File: src/rtl/dfs_pkg.sv
package dfs_pkg;

    typedef struct packed {
        logic uv;
        logic therm;
        logic ocp;
    } fault_t;

    typedef enum logic {
        TH_NORMAL = 1'b0,
        TH_HOT    = 1'b1
    } therm_e;

    function automatic int cnt_w(input int n);
        return (n < 1) ? 1 : $clog2(n + 1);
    endfunction

endpackage

File: src/rtl/dfs_ocp_filter.sv
module dfs_ocp_filter #(
    parameter int MASK_CYC = 800
) (
    input  logic clk,
    input  logic rst,
    input  logic raw_i,
    input  logic clr_i,
    output logic latch_o,
    output logic latch_next_o
);
    localparam int W = dfs_pkg::cnt_w(MASK_CYC);
    localparam logic [W-1:0] LIM = W'(MASK_CYC - 1);

    logic [W-1:0] cnt_q, cnt_d;
    logic         at_lim;
    logic         accept;

    always_comb begin
        at_lim = (cnt_q == LIM);
        accept = raw_i && at_lim;
        if (clr_i || !raw_i)
            cnt_d = '0;
        else if (at_lim)
            cnt_d = cnt_q;
        else
            cnt_d = cnt_q + W'(1);
        if (clr_i)
            latch_next_o = 1'b0;
        else if (accept)
            latch_next_o = 1'b1;
        else
            latch_next_o = latch_o;
    end

    always_ff @(posedge clk) begin
        if (rst) begin
            cnt_q   <= '0;
            latch_o <= 1'b0;
        end else begin
            cnt_q   <= cnt_d;
            latch_o <= latch_next_o;
        end
    end

    AST_OCP_CNT_RANGE: assert property (@(posedge clk) disable iff (rst) cnt_q <= LIM);
    AST_OCP_MASKED: assert property (@(posedge clk) disable iff (rst)
        $rose(latch_o) |-> ($past(raw_i) && $past(cnt_q) == LIM));
    AST_OCP_HOLD: assert property (@(posedge clk) disable iff (rst)
        (latch_o && !clr_i) |=> latch_o);
    AST_OCP_CLEAR: assert property (@(posedge clk) disable iff (rst)
        clr_i |=> !latch_o);

endmodule

File: src/rtl/dfs_en_qual.sv
module dfs_en_qual #(
    parameter int MIN_LOW_CYC = 30000
) (
    input  logic clk,
    input  logic rst,
    input  logic en_i,
    output logic rise_ok_o
);
    localparam int W = dfs_pkg::cnt_w(MIN_LOW_CYC);
    localparam logic [W-1:0] SAT = W'(MIN_LOW_CYC);

    logic [W-1:0] low_q, low_d;

    always_comb begin
        rise_ok_o = en_i && (low_q == SAT);
        if (en_i)
            low_d = '0;
        else if (low_q == SAT)
            low_d = low_q;
        else
            low_d = low_q + W'(1);
    end

    always_ff @(posedge clk) begin
        if (rst)
            low_q <= '0;
        else
            low_q <= low_d;
    end

    AST_EN_CNT_RANGE: assert property (@(posedge clk) disable iff (rst) low_q <= SAT);
    AST_EN_RISE_AFTER_LOW: assert property (@(posedge clk) disable iff (rst)
        rise_ok_o |-> !$past(en_i));

endmodule

File: src/rtl/dfs_thermal.sv
module dfs_thermal (
    input  logic clk,
    input  logic rst,
    input  logic hot_i,
    input  logic cool_i,
    output logic hot_o,
    output logic hot_next_o
);
    import dfs_pkg::*;

    therm_e st_q, st_d;

    always_comb begin
        if (hot_i)
            st_d = TH_HOT;
        else if (st_q == TH_HOT && cool_i)
            st_d = TH_NORMAL;
        else
            st_d = st_q;
        hot_next_o = (st_d == TH_HOT);
        hot_o      = (st_q == TH_HOT);
    end

    always_ff @(posedge clk) begin
        if (rst)
            st_q <= TH_NORMAL;
        else
            st_q <= st_d;
    end

    AST_THERM_HOLD: assert property (@(posedge clk) disable iff (rst)
        (st_q == TH_HOT && !cool_i) |=> st_q == TH_HOT);
    AST_THERM_TRIP: assert property (@(posedge clk) disable iff (rst)
        hot_i |=> st_q == TH_HOT);

endmodule

File: src/rtl/drv_fault_supervisor.sv
module drv_fault_supervisor #(
    parameter int MASK_CYC    = 800,
    parameter int MIN_LOW_CYC = 30000
) (
    input  logic       clk,
    input  logic       rst,
    input  logic       standby_n_i,
    input  logic       enable_i,
    input  logic       ocp_raw_i,
    input  logic       temp_hot_i,
    input  logic       temp_cool_i,
    input  logic       uv_logic_i,
    input  logic       uv_motor_i,
    output logic       out_en_o,
    output logic [2:0] fault_live_o,
    output logic [2:0] fault_seen_o,
    output logic       fault_any_o
);
    import dfs_pkg::*;

    logic   uv_any;
    logic   rise_ok;
    logic   ocp_clr;
    logic   ocp_q, ocp_next;
    logic   hot_q, hot_next;
    logic   uv_q;
    fault_t live_next, live_q, seen_q;
    logic   out_en_d;

    assign uv_any  = uv_logic_i | uv_motor_i;
    assign ocp_clr = rise_ok | uv_any;

    dfs_en_qual #(.MIN_LOW_CYC(MIN_LOW_CYC)) u_enq (
        .clk       (clk),
        .rst       (rst),
        .en_i      (enable_i),
        .rise_ok_o (rise_ok)
    );

    dfs_ocp_filter #(.MASK_CYC(MASK_CYC)) u_ocp (
        .clk          (clk),
        .rst          (rst),
        .raw_i        (ocp_raw_i),
        .clr_i        (ocp_clr),
        .latch_o      (ocp_q),
        .latch_next_o (ocp_next)
    );

    dfs_thermal u_thm (
        .clk        (clk),
        .rst        (rst),
        .hot_i      (temp_hot_i),
        .cool_i     (temp_cool_i),
        .hot_o      (hot_q),
        .hot_next_o (hot_next)
    );

    always_comb begin
        live_next.ocp   = ocp_next;
        live_next.therm = hot_next;
        live_next.uv    = uv_any;
        out_en_d = standby_n_i && enable_i && (live_next == '0);
        live_q.ocp   = ocp_q;
        live_q.therm = hot_q;
        live_q.uv    = uv_q;
    end

    always_ff @(posedge clk) begin
        if (rst) begin
            uv_q        <= 1'b0;
            seen_q      <= '0;
            out_en_o    <= 1'b0;
            fault_any_o <= 1'b0;
        end else begin
            uv_q        <= uv_any;
            seen_q      <= seen_q | live_next;
            out_en_o    <= out_en_d;
            fault_any_o <= |live_next;
        end
    end

    assign fault_live_o = live_q;
    assign fault_seen_o = seen_q;

    AST_STBY_PRIO: assert property (@(posedge clk) disable iff (rst)
        !standby_n_i |=> !out_en_o);
    AST_EN_LOW_OFF: assert property (@(posedge clk) disable iff (rst)
        !enable_i |=> !out_en_o);
    AST_UV_OFF: assert property (@(posedge clk) disable iff (rst)
        uv_any |=> (!out_en_o && !fault_live_o[0] && fault_live_o[2]));
    AST_FAULT_GATES: assert property (@(posedge clk) disable iff (rst)
        fault_any_o |-> !out_en_o);
    AST_ANY_MATCH: assert property (@(posedge clk) disable iff (rst)
        fault_any_o == (|fault_live_o));
    AST_SEEN_HOLD: assert property (@(posedge clk) disable iff (rst)
        (fault_seen_o & $past(fault_seen_o)) == $past(fault_seen_o));

endmodule

File: config.mk
export PLATFORM = sky130hd
export DESIGN_NAME = drv_fault_supervisor
export DESIGN_NICKNAME = d
export VERILOG_FILES = /design/src/rtl/dfs_pkg.sv /design/src/rtl/dfs_ocp_filter.sv /design/src/rtl/dfs_en_qual.sv /design/src/rtl/dfs_thermal.sv /design/src/rtl/drv_fault_supervisor.sv
export SDC_FILE = /design/constraint.sdc
export NUM_CORES = 1
export LEC_CHECK = 0
export ABC_AREA = 1
export BUFFER_PORTS_ARGS = -buffer_cell sky130_fd_sc_hd__buf_4
export CAP_MARGIN = 20
export CORE_ASPECT_RATIO = 1.1
export CORE_MARGIN = 2
export CORE_UTILIZATION = 50
export CTS_BUF_LIST = sky130_fd_sc_hd__clkbuf_2 sky130_fd_sc_hd__clkbuf_4 sky130_fd_sc_hd__clkbuf_8
export DETAILED_ROUTE_END_ITERATION = 10
export HOLD_SLACK_MARGIN = 0.06
export PLACE_DENSITY = 0.79
export SYNTH_ARGS = -nofsm -noshare
export SYNTH_HDL_FRONTEND = slang
export SYNTH_SLANG_ARGS = --single-unit
File: constraint.sdc
create_clock -name clk -period 3.1 [get_ports clk]
set_clock_uncertainty 0.2 [all_clocks]
set_input_delay 0.155 -clock clk [delete_from_list [all_inputs] [get_ports clk]]
set_output_delay 0.155 -clock clk [all_outputs]
set_load 0.01 [all_outputs]
# Yosys cells after proc, flatten, opt, wreduce, memory -nomap -nowiden
# Index checks and enable logic that the tools add are counted.
dict set report op_classes {
  add_sub_neg 2
  eq_ne 2
  mux 4
  bitwise 3
  reduce_logical 11
}
# operator n
set ops {}
lappend ops {{15-bit by 1-bit adder with 15-bit output, second input constant} 1}
lappend ops {{15-bit == test, second input constant} 1}
lappend ops {{10-bit by 1-bit adder with 10-bit output, second input constant} 1}
lappend ops {{10-bit == test, second input constant} 1}
lappend ops {{1-bit logical AND} 5}
lappend ops {{1-bit two-way mux} 4}
lappend ops {{2-bit OR reduction} 2}
lappend ops {{3-bit zero test} 1}
lappend ops {{3-bit bitwise OR} 1}
lappend ops {{3-bit OR reduction} 1}
lappend ops {{1-bit bitwise OR} 2}
lappend ops {{1-bit zero test} 1}
lappend ops {{1-bit logical OR} 1}
dict set report word_totals {
  reg_bits 33
  in_bits 9
  output_inout_bits 8
  word_cells 32
}

# Depth between registers and ports, before layout
dict set report logic_depth {
  word_depth 6
  depth_mapped 10
  ltp_nobuf 10
}

# By module
# Synthesis repeated with hierarchy kept, for this count alone.
dict set report hier_totals {
  cells_unflattened 265
  area_unflattened_um2 1773.0
}
# module instances cells_per_inst area_each_um2 seq_area_each_um2
set by_module_without_submodules {}
lappend by_module_without_submodules {dfs_en_qual 1 142 877.1 300.3}
lappend by_module_without_submodules {dfs_ocp_filter 1 93 634.4 220.2}
lappend by_module_without_submodules {drv_fault_supervisor 1 24 215.2 120.1}
lappend by_module_without_submodules {dfs_thermal 1 6 46.3 20.0}

# Least setup slack after synthesis
# Ideal clock, no wire load.
dict set report synth_path {
  path_kind {register to register}
  from {reg u_enq.low_q[0]}
  to {reg u_enq.low_q[8]}
  setup_ns 0.120
  t_arrival_ns 1.157
  required_ns 2.780
  slack_ns 1.623
  path_stages_with_launch 7
  n_path_buf 0
  period_less_slack_ns 1.477
  path_cell_list {dfxtp_1 ha_1 nand3_2 nor2_4 nand3_1 o21ai_0 a21oi_1}
}
dict set report synth_between {
  elab_chain_cells 1
  elab_cells_between_ends 2
  cone_classes {1 x add/sub; 1 x eq/ne}
}
# element line
set synth_lines {}
lappend synth_lines {{from (decl)} dfs_en_qual.sv:12} ;# logic [W-1:0] low_q, low_d;
lappend synth_lines {{from (signal assigned)} dfs_en_qual.sv:28} ;# low_q <= low_d;
lappend synth_lines {{15-bit by 1-bit adder with 15-bit output or 15-bit == test (tied branches)} {dfs_en_qual.sv:21, dfs_en_qual.sv:18}}
# Parallel ways exist; a longest one is shown, timed or not.
# A chain may end at the register's enable or synchronous reset.

# Worst setup path after layout
dict set report layout_path {
  from {in uv_motor_i}
  to {reg seen_q, in the netlist fault_seen_o[0]}
}
dict set report layout_between {
  elab_chain_cells 4
}
# element line
set layout_lines {}
lappend layout_lines {{from (decl)} drv_fault_supervisor.sv:13} ;# input logic uv_motor_i,
lappend layout_lines {{1-bit bitwise OR} drv_fault_supervisor.sv:30} ;# assign uv_any = uv_logic_i | uv_motor_i;
lappend layout_lines {{1-bit bitwise OR} drv_fault_supervisor.sv:31} ;# assign ocp_clr = rise_ok | uv_any;
lappend layout_lines {{1-bit two-way mux} dfs_ocp_filter.sv:27} ;# if (clr_i)
lappend layout_lines {{3-bit bitwise OR} drv_fault_supervisor.sv:76} ;# seen_q <= seen_q | live_next;
lappend layout_lines {{to (signal assigned)} drv_fault_supervisor.sv:76}
lappend layout_lines {{to (decl)} drv_fault_supervisor.sv:27} ;# fault_t live_next, live_q, seen_q;
# Every way passes these cells.

==> metrics.sh <==
YOSYSTOPAREACELLSHARE=0.432
VIA_COUNT=1344
GRT_PASS1_WL_MM=4.67
SLEW_HEADROOM=0.534
CORE.ROWCOUNT=21
DRT_WL_TOTAL_MM=2.90
ROUTABILITYCONGESTION=0.836
DRT_FIRST_ITER_VIOLATIONS=34
HP-CLASS='in2reg'
FINISH.NET_COUNT=249
DETAIL_ROUTE.WL_PER_CELL_UM=10.7
MAX-CLOCK-PATH-BUFFERS=2
DRT_FIRST_PASS_ITERS=4
CTSROOTBUFFERMASTER='sky130_fd_sc_hd__clkbuf_4'
IR_DROP_WORST_CASE_VDD_mV=0.422
DIE_AREA_UM2=3510
REG2REG_SLACK_NS=0.97
GRT_UTIL_ALL_LAYERS=0.177
SYNTH.CELL_AREA_UM2=1530
DIE_X_UM=56.7
POST-SYNTH-TOP-AREA-CELL='sky130_fd_sc_hd__dfxtp_1'
DRV_CAP=0
DIE_H_UM=62.0
FINALHOLDVIOLCOUNT=0
POST_DRT_VIA_CELL_RATIO=4.94
GRT_MAX_DEGREE=13
POST-SYNTH-TOP-COUNT-CELL='sky130_fd_sc_hd__nor2_1'
WORST-SLEW-PIN-TRANSITION_NS=0.697
DRC=0
TOTAL_LEAKAGE_POWER_uW=0.000697
SETUP_VIOL_COUNT_FINAL=0
NETLIST-CELL-TYPE-COUNT=25
CLK_LATENCY_NS=0.34
CTS_RESIZED=0
START_UTIL=0.515
FINALHOLDWORSTSLACK_NS=0.0761
CRIT_PATH_MAX_FANOUT=4
GRT_PASS1_VIAS=1127
IO-PIN-COUNT=17
ARRIVAL_NS=2.58
WORST_SETUP_PATH_ENDPOINT='fault_seen_o[0]$_SDFF_PP0_'
CTS_NUM_SINKS=33
YS_ASYNC_SR_FRACTION=0
STARTPOINT_TYPE_OF_THE_WORST_SETUP_PATH='input port'
REPORT.POWER.TOTAL_uW=831
CLOCK.FMAX_GHz=0.399
GRT_ANTENNA_BEFORE_REPAIR=0
CRITPATHLAUNCH='uv_motor_i'
OVERFLOW_AFTER_GRT=0
LAUNCH_INSTANCE_OF_THE_WORST_REGISTER_TO_REGISTER_PATH='u_ocp.cnt_q[0]$_SDFFE_PP0P_'
TIMING_MAX_TRANSITION_VIOLATIONS_FINAL=0
DRIVE_GT1_FRAC=0.160
CP-END-KIND='register'
RUN_STATUS='completed'
NETLIST_TOP_CELLS_AREA='sky130_fd_sc_hd__dfxtp_1, sky130_fd_sc_hd__nor2_1, sky130_fd_sc_hd__nand2_1'
POWER_DENSITY_nW_PER_UM2=445
PORT-BUFFER-COUNT=16
POSTSYNTHCELLCOUNT=207
PERIOD_SHARE=0.808
CTS_TREE='done'
FIN_SETUP_TNS_NS=0
RSZ_0062_RAISED_AFTER_GLOBAL_ROUTING='false'
R2R.WORST_PATH.CELLS=8
WORST_EP_REQUIRED_TIME_NS=3.18
SETUP.WORST_PATH.CLASS='in2reg'
CLK_TRANSITION_REPORTED_PATHS_NS=0.11
POST-ROUTE-MIN-PERIOD_NS=2.50
SYNTH.YOSYS.SEQ_AREA_SHARE=0.432
YS_WARN_COUNT=0
ANTENNA_CELLS_INSERTED=0
WORSTREG2REGEND='fault_seen_o[0]$_SDFF_PP0_'
DESIGN.CORE.AREA_UM2=2970
NUMBER_OF_SYNTHESIZED_REGISTER_BITS=33
LAYOUT_OVERHEAD_ON_THE_SYNTHESIZED_AREA_PCT=22.1
TIMING.HOLD.WORST_PATH_DEPTH=4
DP_HPWL_MM=1.96
SYNTH_EDF_COUNT=0
HTREE_NUM_LEVELS=2
YOSYS_MOST_USED_DFF='sky130_fd_sc_hd__dfxtp_1'
CTS_BUFFERS=5
ANT_NETS=0
SYN_AREA_PER_CELL_UM2=7.38
WORSTHOLDSTART='uv_logic_i'
SYN_NETS=219
POST_SYNTH_MOST_FREQUENT_CELLS='sky130_fd_sc_hd__nor2_1, sky130_fd_sc_hd__nand2_1, sky130_fd_sc_hd__dfxtp_1'
through the flow:
stage          cells  setup WS [ns]  utilization  area [µm²]
6_report         272          0.597        0.628        1870
5_1_grt          272          0.552        0.628        1870
4_1_cts          272          0.664        0.628        1870
3_5_place_dp     252           1.39        0.558        1660
3_3_place_gp     252           1.46        0.558        1660
2_1_floorplan    207           1.62            -        1530
state kept, by name (all words and copies together), names as in the netlist:
signal         count
u_ocp.cnt_q       10
uv_q               1
u_enq.low_q       15
out_en_o           1
u_thm.hot_o        1
fault_any_o        1
u_ocp.latch_o      1
fault_seen_o       3
worst min path at each step:
| stage | end | slack, ns |
|---|---|---|
| finish | u_ocp.cnt_q[5]$_SDFFE_PP0P_ | 0.08 |
| global route | out_en_o$_SDFF_PP0_ | 0.10 |
| CTS | u_ocp.cnt_q[5]$_SDFFE_PP0P_ | 0.07 |
| detailed placement | fault_any_o$_SDFF_PP0_ | 0.19 |
| global placement | u_thm.hot_o$_SDFF_PP0_ | 0.19 |
| floorplan | u_thm.hot_o$_SDFF_PP0_ | 0.09 |
what timing repair did:
action                                 4_1_cts  5_1_grt
hold buffers                                12        0
buffers inserted                             0        0
endpoints found under the hold margin       24        0
area by class of cell:
type                            instances  area [µm²]
Fill cell                             249        1100
Multi-Input combinational cell        144         739
Sequential cell                        33         661
Timing Repair Buffer                   28         240
Inverter                               25        93.8
Clock buffer                            7        58.8
Tap cell                               34        42.5
Clock inverter                          1        30.0
cell families (layout without fill, tap and decap cells):
logic type               after synthesis  in the layout  synth area share
AND/OR/NAND/NOR                      107            107             0.331
flip-flops                            33             33             0.432
buffers and inverters                 30             61            0.0835
AO/OA/AOI/OAI                         27             27            0.0885
XOR/XNOR                               7              7            0.0401
adder cells (fa/ha/maj)                3              3            0.0246
power breakdown:
| part | total (µW) | internal (µW) | leakage, µW | switching [µW] |
|---|---|---|---|---|
| sequential | 435 | 431 | 0.000268 | 4.68 |
| clock | 344 | 201 | 0.0000489 | 143 |
| combinational | 51.0 | 28.2 | 0.000380 | 22.8 |
| total | 831 | 660 | 0.000697 | 170 |
critical path: stages:
cell	delay (ns)
sky130_fd_sc_hd__dlygate4sd3_1	0.54
sky130_fd_sc_hd__buf_4	0.13
sky130_fd_sc_hd__nor2_1	0.25
sky130_fd_sc_hd__dlygate4sd3_1	0.66
sky130_fd_sc_hd__nand3_2	0.11
sky130_fd_sc_hd__dlygate4sd3_1	0.60
sky130_fd_sc_hd__o21ai_1	0.12
layer usage:
metal / vias to the layer above / GRT usage / wire length (µm)
met2: 28 / 0.307 / 1420
met4: 0 / 0.0816 / 58
met3: 6 / 0.0559 / 105
li1: 716 / - / -
met5: - / 0 / 0
met1: 594 / 0.202 / 1310
layout by cell type, fill, tap and decap left out:
cell and count:
sky130_fd_sc_hd__nand3_1 11, sky130_fd_sc_hd__nor3_2 2, sky130_fd_sc_hd__a21oi_1 14, sky130_fd_sc_hd__nand2_1 34
sky130_fd_sc_hd__nand4_1 3, sky130_fd_sc_hd__nand4_2 1, sky130_fd_sc_hd__or2_0 1, sky130_fd_sc_hd__nor2_4 1
sky130_fd_sc_hd__and2_1 1, sky130_fd_sc_hd__inv_1 23, sky130_fd_sc_hd__inv_2 1, sky130_fd_sc_hd__bufinv_16 1
sky130_fd_sc_hd__clkbuf_4 6, sky130_fd_sc_hd__xor2_1 5, sky130_fd_sc_hd__ha_1 3, sky130_fd_sc_hd__clkbuf_8 1
sky130_fd_sc_hd__nor2_2 2, sky130_fd_sc_hd__clkinv_1 1, sky130_fd_sc_hd__o21ai_0 12, sky130_fd_sc_hd__dfxtp_1 33
sky130_fd_sc_hd__o21ai_1 1, sky130_fd_sc_hd__nand3_2 6, sky130_fd_sc_hd__nand2_2 1, sky130_fd_sc_hd__nor2_1 41
sky130_fd_sc_hd__dlygate4sd3_1 12, sky130_fd_sc_hd__buf_4 16, sky130_fd_sc_hd__xnor2_1 2, sky130_fd_sc_hd__nor3_1 3
Note: power is estimated with default switching activity, not from simulation.
